## config.mk

```make
export PLATFORM = sky130hd
export DESIGN_NAME = row_phase_gen
export DESIGN_NICKNAME = d
export VERILOG_FILES = /design/src/rtl/rpg_pkg.sv /design/src/rtl/rpg_clk_div.sv /design/src/rtl/rpg_lvl_lut.sv /design/src/rtl/rpg_phase_dec.sv /design/src/rtl/row_phase_gen.sv
export SDC_FILE = /design/constraint.sdc
export NUM_CORES = 1
export LEC_CHECK = 0
export BUFFER_PORTS_ARGS = -buffer_cell sky130_fd_sc_hd__clkbuf_2
export CORE_MARGIN = 4
export CORE_UTILIZATION = 50
export CTS_BUF_LIST = sky130_fd_sc_hd__clkbuf_2
export DETAILED_ROUTE_END_ITERATION = 8
export GPL_TIMING_DRIVEN = 0
export PLACE_DENSITY_LB_ADDON = 0.3
export SETUP_SLACK_MARGIN = 0.4
export SYNTH_ARGS = -nofsm -noshare
export SYNTH_HDL_FRONTEND = slang
export SYNTH_SLANG_ARGS = --single-unit
```

## constraint.sdc

```tcl
create_clock -name clk -period 5.6 [get_ports clk]
set_clock_uncertainty 0.2 [all_clocks]
set_input_delay 1.12 -clock clk [delete_from_list [all_inputs] [get_ports clk]]
set_output_delay 1.12 -clock clk [all_outputs]
set_load 0.005 [all_outputs]
```

## src/rtl/rpg_pkg.sv

```systemverilog
package rpg_pkg;
    localparam int DIV_W   = 4;
    localparam int PH_W    = 4;
    localparam int LEN_W   = 7;
    localparam int LVL_W   = 4;
    localparam int PW_W    = 6;
    localparam int NUM_LVL = 1 << LVL_W;
    localparam int TBL_W   = (NUM_LVL - 1) * PW_W;
    localparam int SUM_W   = LEN_W + 1;

    typedef enum logic [2:0] {
        PH_IDLE,
        PH_RST,
        PH_PRE1,
        PH_PRE2,
        PH_DRV
    } phase_e;

    typedef struct packed {
        logic [DIV_W-1:0] div;
        logic [PH_W-1:0]  ph1;
        logic [PH_W-1:0]  ph2;
        logic [PH_W-1:0]  ph3;
        logic [LEN_W-1:0] len;
        logic             lvl_nz;
        logic [PW_W-1:0]  width;
    } shadow_t;

    typedef struct packed {
        shadow_t          sh;
        logic [LEN_W-1:0] pos;
    } seq_state_t;
endpackage

```

## src/rtl/rpg_clk_div.sv

```systemverilog
module rpg_clk_div
    import rpg_pkg::*;
(
    input  logic             clk,
    input  logic             rst_n,
    input  logic             osc_tick,
    input  logic [DIV_W-1:0] div_i,
    output logic             dclk_en
);
    logic [DIV_W-1:0] cnt_d, cnt_q;

    always_comb begin
        cnt_d   = cnt_q;
        dclk_en = 1'b0;
        if (osc_tick) begin
            if (cnt_q == div_i) begin
                cnt_d   = '0;
                dclk_en = 1'b1;
            end else begin
                cnt_d = cnt_q + DIV_W'(1);
            end
        end
    end

    always_ff @(posedge clk) begin
        if (!rst_n) cnt_q <= '0;
        else        cnt_q <= cnt_d;
    end


    cnt_range_chk: assert property (@(posedge clk) disable iff (!rst_n)
        cnt_q <= div_i);


    tick_idle_chk: assert property (@(posedge clk) disable iff (!rst_n)
        !osc_tick |=> $stable(cnt_q));
endmodule

```

## src/rtl/rpg_lvl_lut.sv

```systemverilog
module rpg_lvl_lut
    import rpg_pkg::*;
(
    input  logic [TBL_W-1:0] tbl_i,
    input  logic [LVL_W-1:0] level_i,
    output logic [PW_W-1:0]  width_o,
    output logic             nz_o
);
    logic [PW_W-1:0] entry [NUM_LVL];

    assign entry[0] = '0;
    for (genvar gi = 1; gi < NUM_LVL; gi++) begin : g_entry
        assign entry[gi] = tbl_i[(gi-1)*PW_W +: PW_W];
    end

    assign width_o = entry[level_i];
    assign nz_o    = (level_i != '0);
endmodule

```

## src/rtl/rpg_phase_dec.sv

```systemverilog
module rpg_phase_dec
    import rpg_pkg::*;
(
    input  logic [LEN_W-1:0] pos_i,
    input  shadow_t          sh_i,
    output phase_e           phase_o
);
    logic [SUM_W-1:0] p, end_rst, end_pre1, end_pre2, end_drv;

    always_comb begin
        p        = SUM_W'(pos_i);
        end_rst  = SUM_W'(sh_i.ph1) + SUM_W'(1);
        end_pre1 = end_rst + SUM_W'(sh_i.ph2) + SUM_W'(1);
        end_pre2 = end_pre1 + SUM_W'(sh_i.ph3);
        end_drv  = end_pre2 + SUM_W'(sh_i.width);
        if (p < end_rst)        phase_o = PH_RST;
        else if (!sh_i.lvl_nz)  phase_o = PH_IDLE;
        else if (p < end_pre1)  phase_o = PH_PRE1;
        else if (p < end_pre2)  phase_o = PH_PRE2;
        else if (p < end_drv)   phase_o = PH_DRV;
        else                    phase_o = PH_IDLE;
    end
endmodule

```

## src/rtl/row_phase_gen.sv

```systemverilog
module row_phase_gen
    import rpg_pkg::*;
#(
    parameter int RST_PH1 = 3,
    parameter int RST_PH2 = 5,
    parameter int MIN_LEN = 20
) (
    input  logic             clk,
    input  logic             rst_n,
    input  logic             osc_tick,
    input  logic [3:0]       cfg_div,
    input  logic [3:0]       cfg_ph1_len,
    input  logic [3:0]       cfg_ph2_len,
    input  logic [3:0]       cfg_ph3_len,
    input  logic [6:0]       cfg_row_clks,
    input  logic [89:0]      cfg_gray_tbl,
    input  logic [3:0]       pix_level,
    output logic             ph_reset,
    output logic             ph_pre1,
    output logic             ph_pre2,
    output logic             drive_en,
    output logic             row_done
);
    localparam logic [LEN_W-1:0] LEN_FLOOR = LEN_W'(MIN_LEN);

    seq_state_t      st_d, st_q;
    shadow_t         next_sh;
    logic            dclk_en;
    logic            last_pos;
    logic [PW_W-1:0] lut_width;
    logic            lut_nz;
    phase_e          phase;

    rpg_clk_div u_div (
        .clk      (clk),
        .rst_n    (rst_n),
        .osc_tick (osc_tick),
        .div_i    (st_q.sh.div),
        .dclk_en  (dclk_en)
    );

    rpg_lvl_lut u_lut (
        .tbl_i   (cfg_gray_tbl),
        .level_i (pix_level),
        .width_o (lut_width),
        .nz_o    (lut_nz)
    );

    rpg_phase_dec u_dec (
        .pos_i   (st_q.pos),
        .sh_i    (st_q.sh),
        .phase_o (phase)
    );

    always_comb begin
        next_sh.div    = cfg_div;
        next_sh.ph1    = cfg_ph1_len;
        next_sh.ph2    = cfg_ph2_len;
        next_sh.ph3    = cfg_ph3_len;
        next_sh.len    = (cfg_row_clks < LEN_FLOOR) ? LEN_FLOOR : cfg_row_clks;
        next_sh.lvl_nz = lut_nz;
        next_sh.width  = lut_width;

        last_pos = (st_q.pos == st_q.sh.len - LEN_W'(1));
        st_d     = st_q;
        row_done = 1'b0;
        if (dclk_en) begin
            if (last_pos) begin
                st_d.pos = '0;
                st_d.sh  = next_sh;
                row_done = 1'b1;
            end else begin
                st_d.pos = st_q.pos + LEN_W'(1);
            end
        end
    end

    always_ff @(posedge clk) begin
        if (!rst_n) begin
            st_q.pos       <= '0;
            st_q.sh.div    <= '0;
            st_q.sh.ph1    <= PH_W'(RST_PH1);
            st_q.sh.ph2    <= PH_W'(RST_PH2);
            st_q.sh.ph3    <= '0;
            st_q.sh.len    <= LEN_FLOOR;
            st_q.sh.lvl_nz <= 1'b1;
            st_q.sh.width  <= '0;
        end else begin
            st_q <= st_d;
        end
    end

    assign ph_reset = (phase == PH_RST);
    assign ph_pre1  = (phase == PH_PRE1);
    assign ph_pre2  = (phase == PH_PRE2);
    assign drive_en = (phase == PH_DRV);


    wrap_after_done_chk: assert property (@(posedge clk) disable iff (!rst_n)
        row_done |=> (st_q.pos == '0));


    shadow_hold_chk: assert property (@(posedge clk) disable iff (!rst_n)
        !row_done |=> $stable(st_q.sh));


    len_floor_chk: assert property (@(posedge clk) disable iff (!rst_n)
        st_q.sh.len >= LEN_FLOOR);


    pos_hold_chk: assert property (@(posedge clk) disable iff (!rst_n)
        !dclk_en |=> $stable(st_q.pos));


    gs0_quiet_chk: assert property (@(posedge clk) disable iff (!rst_n)
        !st_q.sh.lvl_nz |-> !(ph_pre1 || ph_pre2 || drive_en));


    reset_first_chk: assert property (@(posedge clk) disable iff (!rst_n)
        (st_q.pos == '0) |-> ph_reset);


    one_phase_chk: assert property (@(posedge clk) disable iff (!rst_n)
        $onehot0({ph_reset, ph_pre1, ph_pre2, drive_en}));
endmodule

```

==> PnR_summary.wiki <==
{| class="wikitable"
! Metric !! Value
|-
| Outcome || finished with violations
|-
| Failing checks || setup timing
|-
| Count of buffers from port buffering || 121
|-
| Number of hold violations in the final report || 0
|-
| Maximum number of pins on one net before global-route repair || 13
|-
| Clock Tree Buf Depth || 2
|-
| HPWL after DPL || around 9.3 mm
|-
| Relative slew slack || between 50 and 60%
|-
| Number of endpoints failing setup at the final stage || 1
|-
| Antenna cell count || 0
|-
| Inst Count DP || 642
|-
| Placement-stage cell area || approximately 4700 sq um
|-
| Number of buffers created by CTS || 5
|-
| Mean instance size in the synthesized netlist || 9.47 sq um
|-
| Number of antenna violations at the first check in global routing || 0
|-
| Critical path's largest stage delay || 0.54 ns
|-
| Worst path required time || around 4.3 ns
|-
| Number of routed nets with antenna violations || 0
|-
| Setup repair after global routing missed its margin || true
|-
| Maximum clock rate || around 180 MHz
|-
| Number of search-and-repair iterations in the first detailed-routing pass || 4
|-
| Net count, final || 725
|-
| Post-synth cell types || 58
|-
| Worst endpoint data arrival time || 4.32 ns
|-
| Most used cells in the layout excluding fill and tap cells || sky130_fd_sc_hd__clkbuf_2, sky130_fd_sc_hd__nand2_1, sky130_fd_sc_hd__dfxtp_1
|-
| Cell type of the slowest stage on the worst timing path || sky130_fd_sc_hd__fa_2
|-
| Remaining Overflow, GRT || 0
|-
| Number of placement rows || 32
|-
| Total power draw || a little over 600 uW
|-
| CTS tree || yes
|-
| Top cell family by delay on the critical path || adder cells
|-
| Total core area || about 7700 sq um
|-
| Cell Count, Final, Fillers Out || about 660
|-
| All-Layer GR Usage || 23.3%
|-
| Main synth FF type || sky130_fd_sc_hd__dfxtp_1
|-
| Most common cell after layout, fill and taps aside || sky130_fd_sc_hd__clkbuf_2
|-
| Period utilization || 101%
|-
| Flop and latch count out of synthesis || between 40 and 50
|-
| Clk slew on worst S/H paths || between 0.2 and 0.25 ns
|-
| Number of top-level design ports || 125
|-
| Standby leakage power || between 2 and 2.5 nW
|-
| Cell at the root of the clock tree || sky130_fd_sc_hd__clkbuf_2
|-
| Initial cell density of the core || 51.3%
|-
| Via count of the first global-routing pass || 4,048
|-
| Post-Synthesis Cells || around 420
|-
| Ordered list of cells on the worst path || buf_6 -> ha_4 -> inv_2 -> fa_2 -> inv_2 -> fa_2 -> nor2b_2 -> o21ai_2 -> nand2b_1 -> xnor2_2 -> ha_1 -> a21oi_1 -> o21ai_1 -> xnor2_1 -> ha_1 -> a21o_1 -> a21oi_1 -> o21ai_1 -> a211oi_2 -> buf_2
|-
| Number of sinks driven by the clock tree || slightly above 40
|-
| Post-synthesis net count || roughly 580
|-
| Pwr/cell area || roughly 120 nW/um^2
|-
| Hold slack final || 0.269 ns
|-
| Drt first-iter violations || 174
|-
| Proportion of register bits with asynchronous set or reset after synthesis || 0%
|-
| Clk Latency, worst-skew pair || between 0.4 and 0.5 ns
|-
| Yosys warning total || 0
|-
| Setup WS post-layout || -0.0386 ns
|-
| Critical path endpoint category || output pin
|-
| Crit path max fanout || 3
|-
| Largest voltage drop on the vdd net || 76.9 uV
|-
| DIE AREA || between 9000 and 10,000 sq um
|-
| Chip width || 97.1 microns
|-
| Worst min-delay path class || reg -> reg
|-
| EDFF count, synth || 0
|-
| Worst setup path class || reg -> out
|-
| Routed via count || 3,779
|-
| Wire length of the first global-routing pass || approximately 18 mm
|-
| Final weighted congestion in routability-driven placement || approximately 0.9
|-
| Fill cell count || 640
|-
| Number of design rule violations left after detail routing || 0
|-
| Count of buffering cells on the critical path with inverters included || 4
|-
| Share of layout cells above drive strength 1 || 39.9%
|-
| Max-capacitance violation count || 0
|-
| Via density per instance || 5.70
|-
| Area of all placed cells without fillers || 5030 sq um
|-
| Share of the yosys chip area belonging to registers || 20.7%
|-
| WL/cell || between 15 and 20 microns
|-
| Y dimension of the die || a little under 100 microns
|-
| Tmin final || around 5.6 ns
|-
| Routed wire length || ~11 mm
|-
| Area growth from synthesis to layout || 26.9%
|-
| Max-slew violation count || 0
|-
| CP Launch Type || register
|-
| Cell area after synthesis || between 3000 and 4000 sq um
|-
| Slew at the pin closest to its max-slew limit || between 0.6 and 0.7 ns
|-
| CTS H-tree lvls || 2
|}
==> state kept, by name, summed over array words and instances (netlist names) <==
signal / cells
st_q: 37
u_div.cnt_q: 4
==> logic make-up after synthesis <==
group | synth area share, %
buffers and inverters | 6.43
AND/OR/NAND/NOR | 15.2
AO/OA/AOI/OAI | 15.8
multiplexers | 20.4
XOR/XNOR | 7.06
adder cells (fa/ha/maj) | 14.4
flip-flops | 20.7
==> path summary, 6_finish.rpt <==
path,slack [ns],startpoint,end,cells after the start
max,-0.04,st_q[29]$_SDFFE_PN1P_,drive_en,20
max reg2reg,2.96,st_q[14]$_SDFFE_PN0P_,st_q[10]$_SDFFE_PN0P_,9
min,0.27,st_q[7]$_SDFFE_PN0P_,st_q[7]$_SDFFE_PN0P_,2
min reg2reg,0.27,st_q[7]$_SDFFE_PN0P_,st_q[7]$_SDFFE_PN0P_,2
==> final cells by class <==
type	instances	area, sq um	share of cell area [%]
Tap cell	102	128	2.53
Clock buffer	5	25.0	0.497
Clock inverter	2	35.0	0.696
Inverter	27	106	2.11
Timing Repair Buffer	135	714	14.2
Sequential cell	41	827	16.4
Buffer	25	149	2.96
Multi-Input combinational cell	326	3050	60.6
==> layer usage <==
| metal | routed length [microns] | global-route usage (%) | share of wire (%) | vias up |
|---|---|---|---|---|
| met2 | 6060 | 45.1 | 53 | 142 |
| met5 | 0 | 0 | 0 | - |
| li1 | - | - | - | 1818 |
| met4 | 404 | 10.2 | 3.6 | 0 |
| met1 | 4290 | 24.6 | 38 | 1785 |
| met3 | 596 | 3.80 | 5.3 | 34 |
==> where the power goes <==
| group | leakage [nW] | total, mW | internal, mW | switching, mW |
|---|---|---|---|---|
| clock network | 0.0388 | 0.173 | 0.0725 | 0.101 |
| logic | 2.03 | 0.147 | 0.0838 | 0.0634 |
| registers | 0.331 | 0.298 | 0.294 | 0.00412 |
==> worst min-delay path, delay by kind of cell (launching register included) <==
family	cells	cell delay, ns
flip-flops	1	0.36
buffers and inverters	1	0.05
AO/OA/AOI/OAI	1	0.05
==> Yosys cell counts, types with 2 or more instances <==
library cell | number | area share [%]
sky130_fd_sc_hd__a211oi_1 | 4 | 0.76
sky130_fd_sc_hd__a21boi_0 | 2 | 0.38
sky130_fd_sc_hd__a21o_1 | 10 | 1.9
sky130_fd_sc_hd__a21oi_1 | 18 | 2.3
sky130_fd_sc_hd__a22o_1 | 6 | 1.3
sky130_fd_sc_hd__a31oi_1 | 4 | 0.63
sky130_fd_sc_hd__and2_1 | 2 | 0.32
sky130_fd_sc_hd__and3_1 | 6 | 0.95
sky130_fd_sc_hd__and4b_1 | 3 | 0.76
sky130_fd_sc_hd__buf_1 | 2 | 0.19
sky130_fd_sc_hd__buf_2 | 7 | 0.88
sky130_fd_sc_hd__buf_6 | 4 | 1.1
sky130_fd_sc_hd__clkbuf_1 | 9 | 0.85
sky130_fd_sc_hd__dfxtp_1 | 41 | 21
sky130_fd_sc_hd__fa_1 | 3 | 1.5
sky130_fd_sc_hd__ha_1 | 41 | 13
sky130_fd_sc_hd__inv_1 | 26 | 2.5
sky130_fd_sc_hd__mux2_2 | 6 | 1.7
sky130_fd_sc_hd__mux2i_1 | 20 | 5.0
sky130_fd_sc_hd__mux4_2 | 24 | 14
sky130_fd_sc_hd__nand2_1 | 44 | 4.2
sky130_fd_sc_hd__nand2b_1 | 4 | 0.63
sky130_fd_sc_hd__nand3_1 | 8 | 1.0
sky130_fd_sc_hd__nand4_1 | 5 | 0.79
sky130_fd_sc_hd__nor2_1 | 14 | 1.3
sky130_fd_sc_hd__nor2b_1 | 8 | 1.3
sky130_fd_sc_hd__nor3_1 | 6 | 0.76
sky130_fd_sc_hd__nor4_1 | 3 | 0.47
sky130_fd_sc_hd__o211ai_1 | 3 | 0.57
sky130_fd_sc_hd__o21a_1 | 8 | 1.5
sky130_fd_sc_hd__o21ai_0 | 16 | 2.0
sky130_fd_sc_hd__o41ai_2 | 6 | 2.5
sky130_fd_sc_hd__xnor2_1 | 16 | 3.5
sky130_fd_sc_hd__xor2_1 | 16 | 3.5
==> what timing repair did <==
action | in CTS | in global routing
buffers inserted | 10 | 4
pin swaps | 17 | 11
endpoints found under the setup margin | 2 | 2
hold buffers | 0 | 0
gates resized for setup | 29 | 9
gates cloned | 0 | 0
hold endpoints to repair | 0 | 0
==> through the flow <==
stage / worst slack, ns / util (%) / setup TNS (ns)
after floorplan: 0.470 / - / 0
after global placement: -0.0288 / 60.8 / -0.0288
after detailed placement: -0.195 / 60.8 / -0.195
after CTS: -0.0532 / 64.3 / -0.0532
after global routing: -0.291 / 65.2 / -0.291
final: -0.0386 / 65.2 / -0.0386
Note: power is estimated with default switching activity, not from simulation.
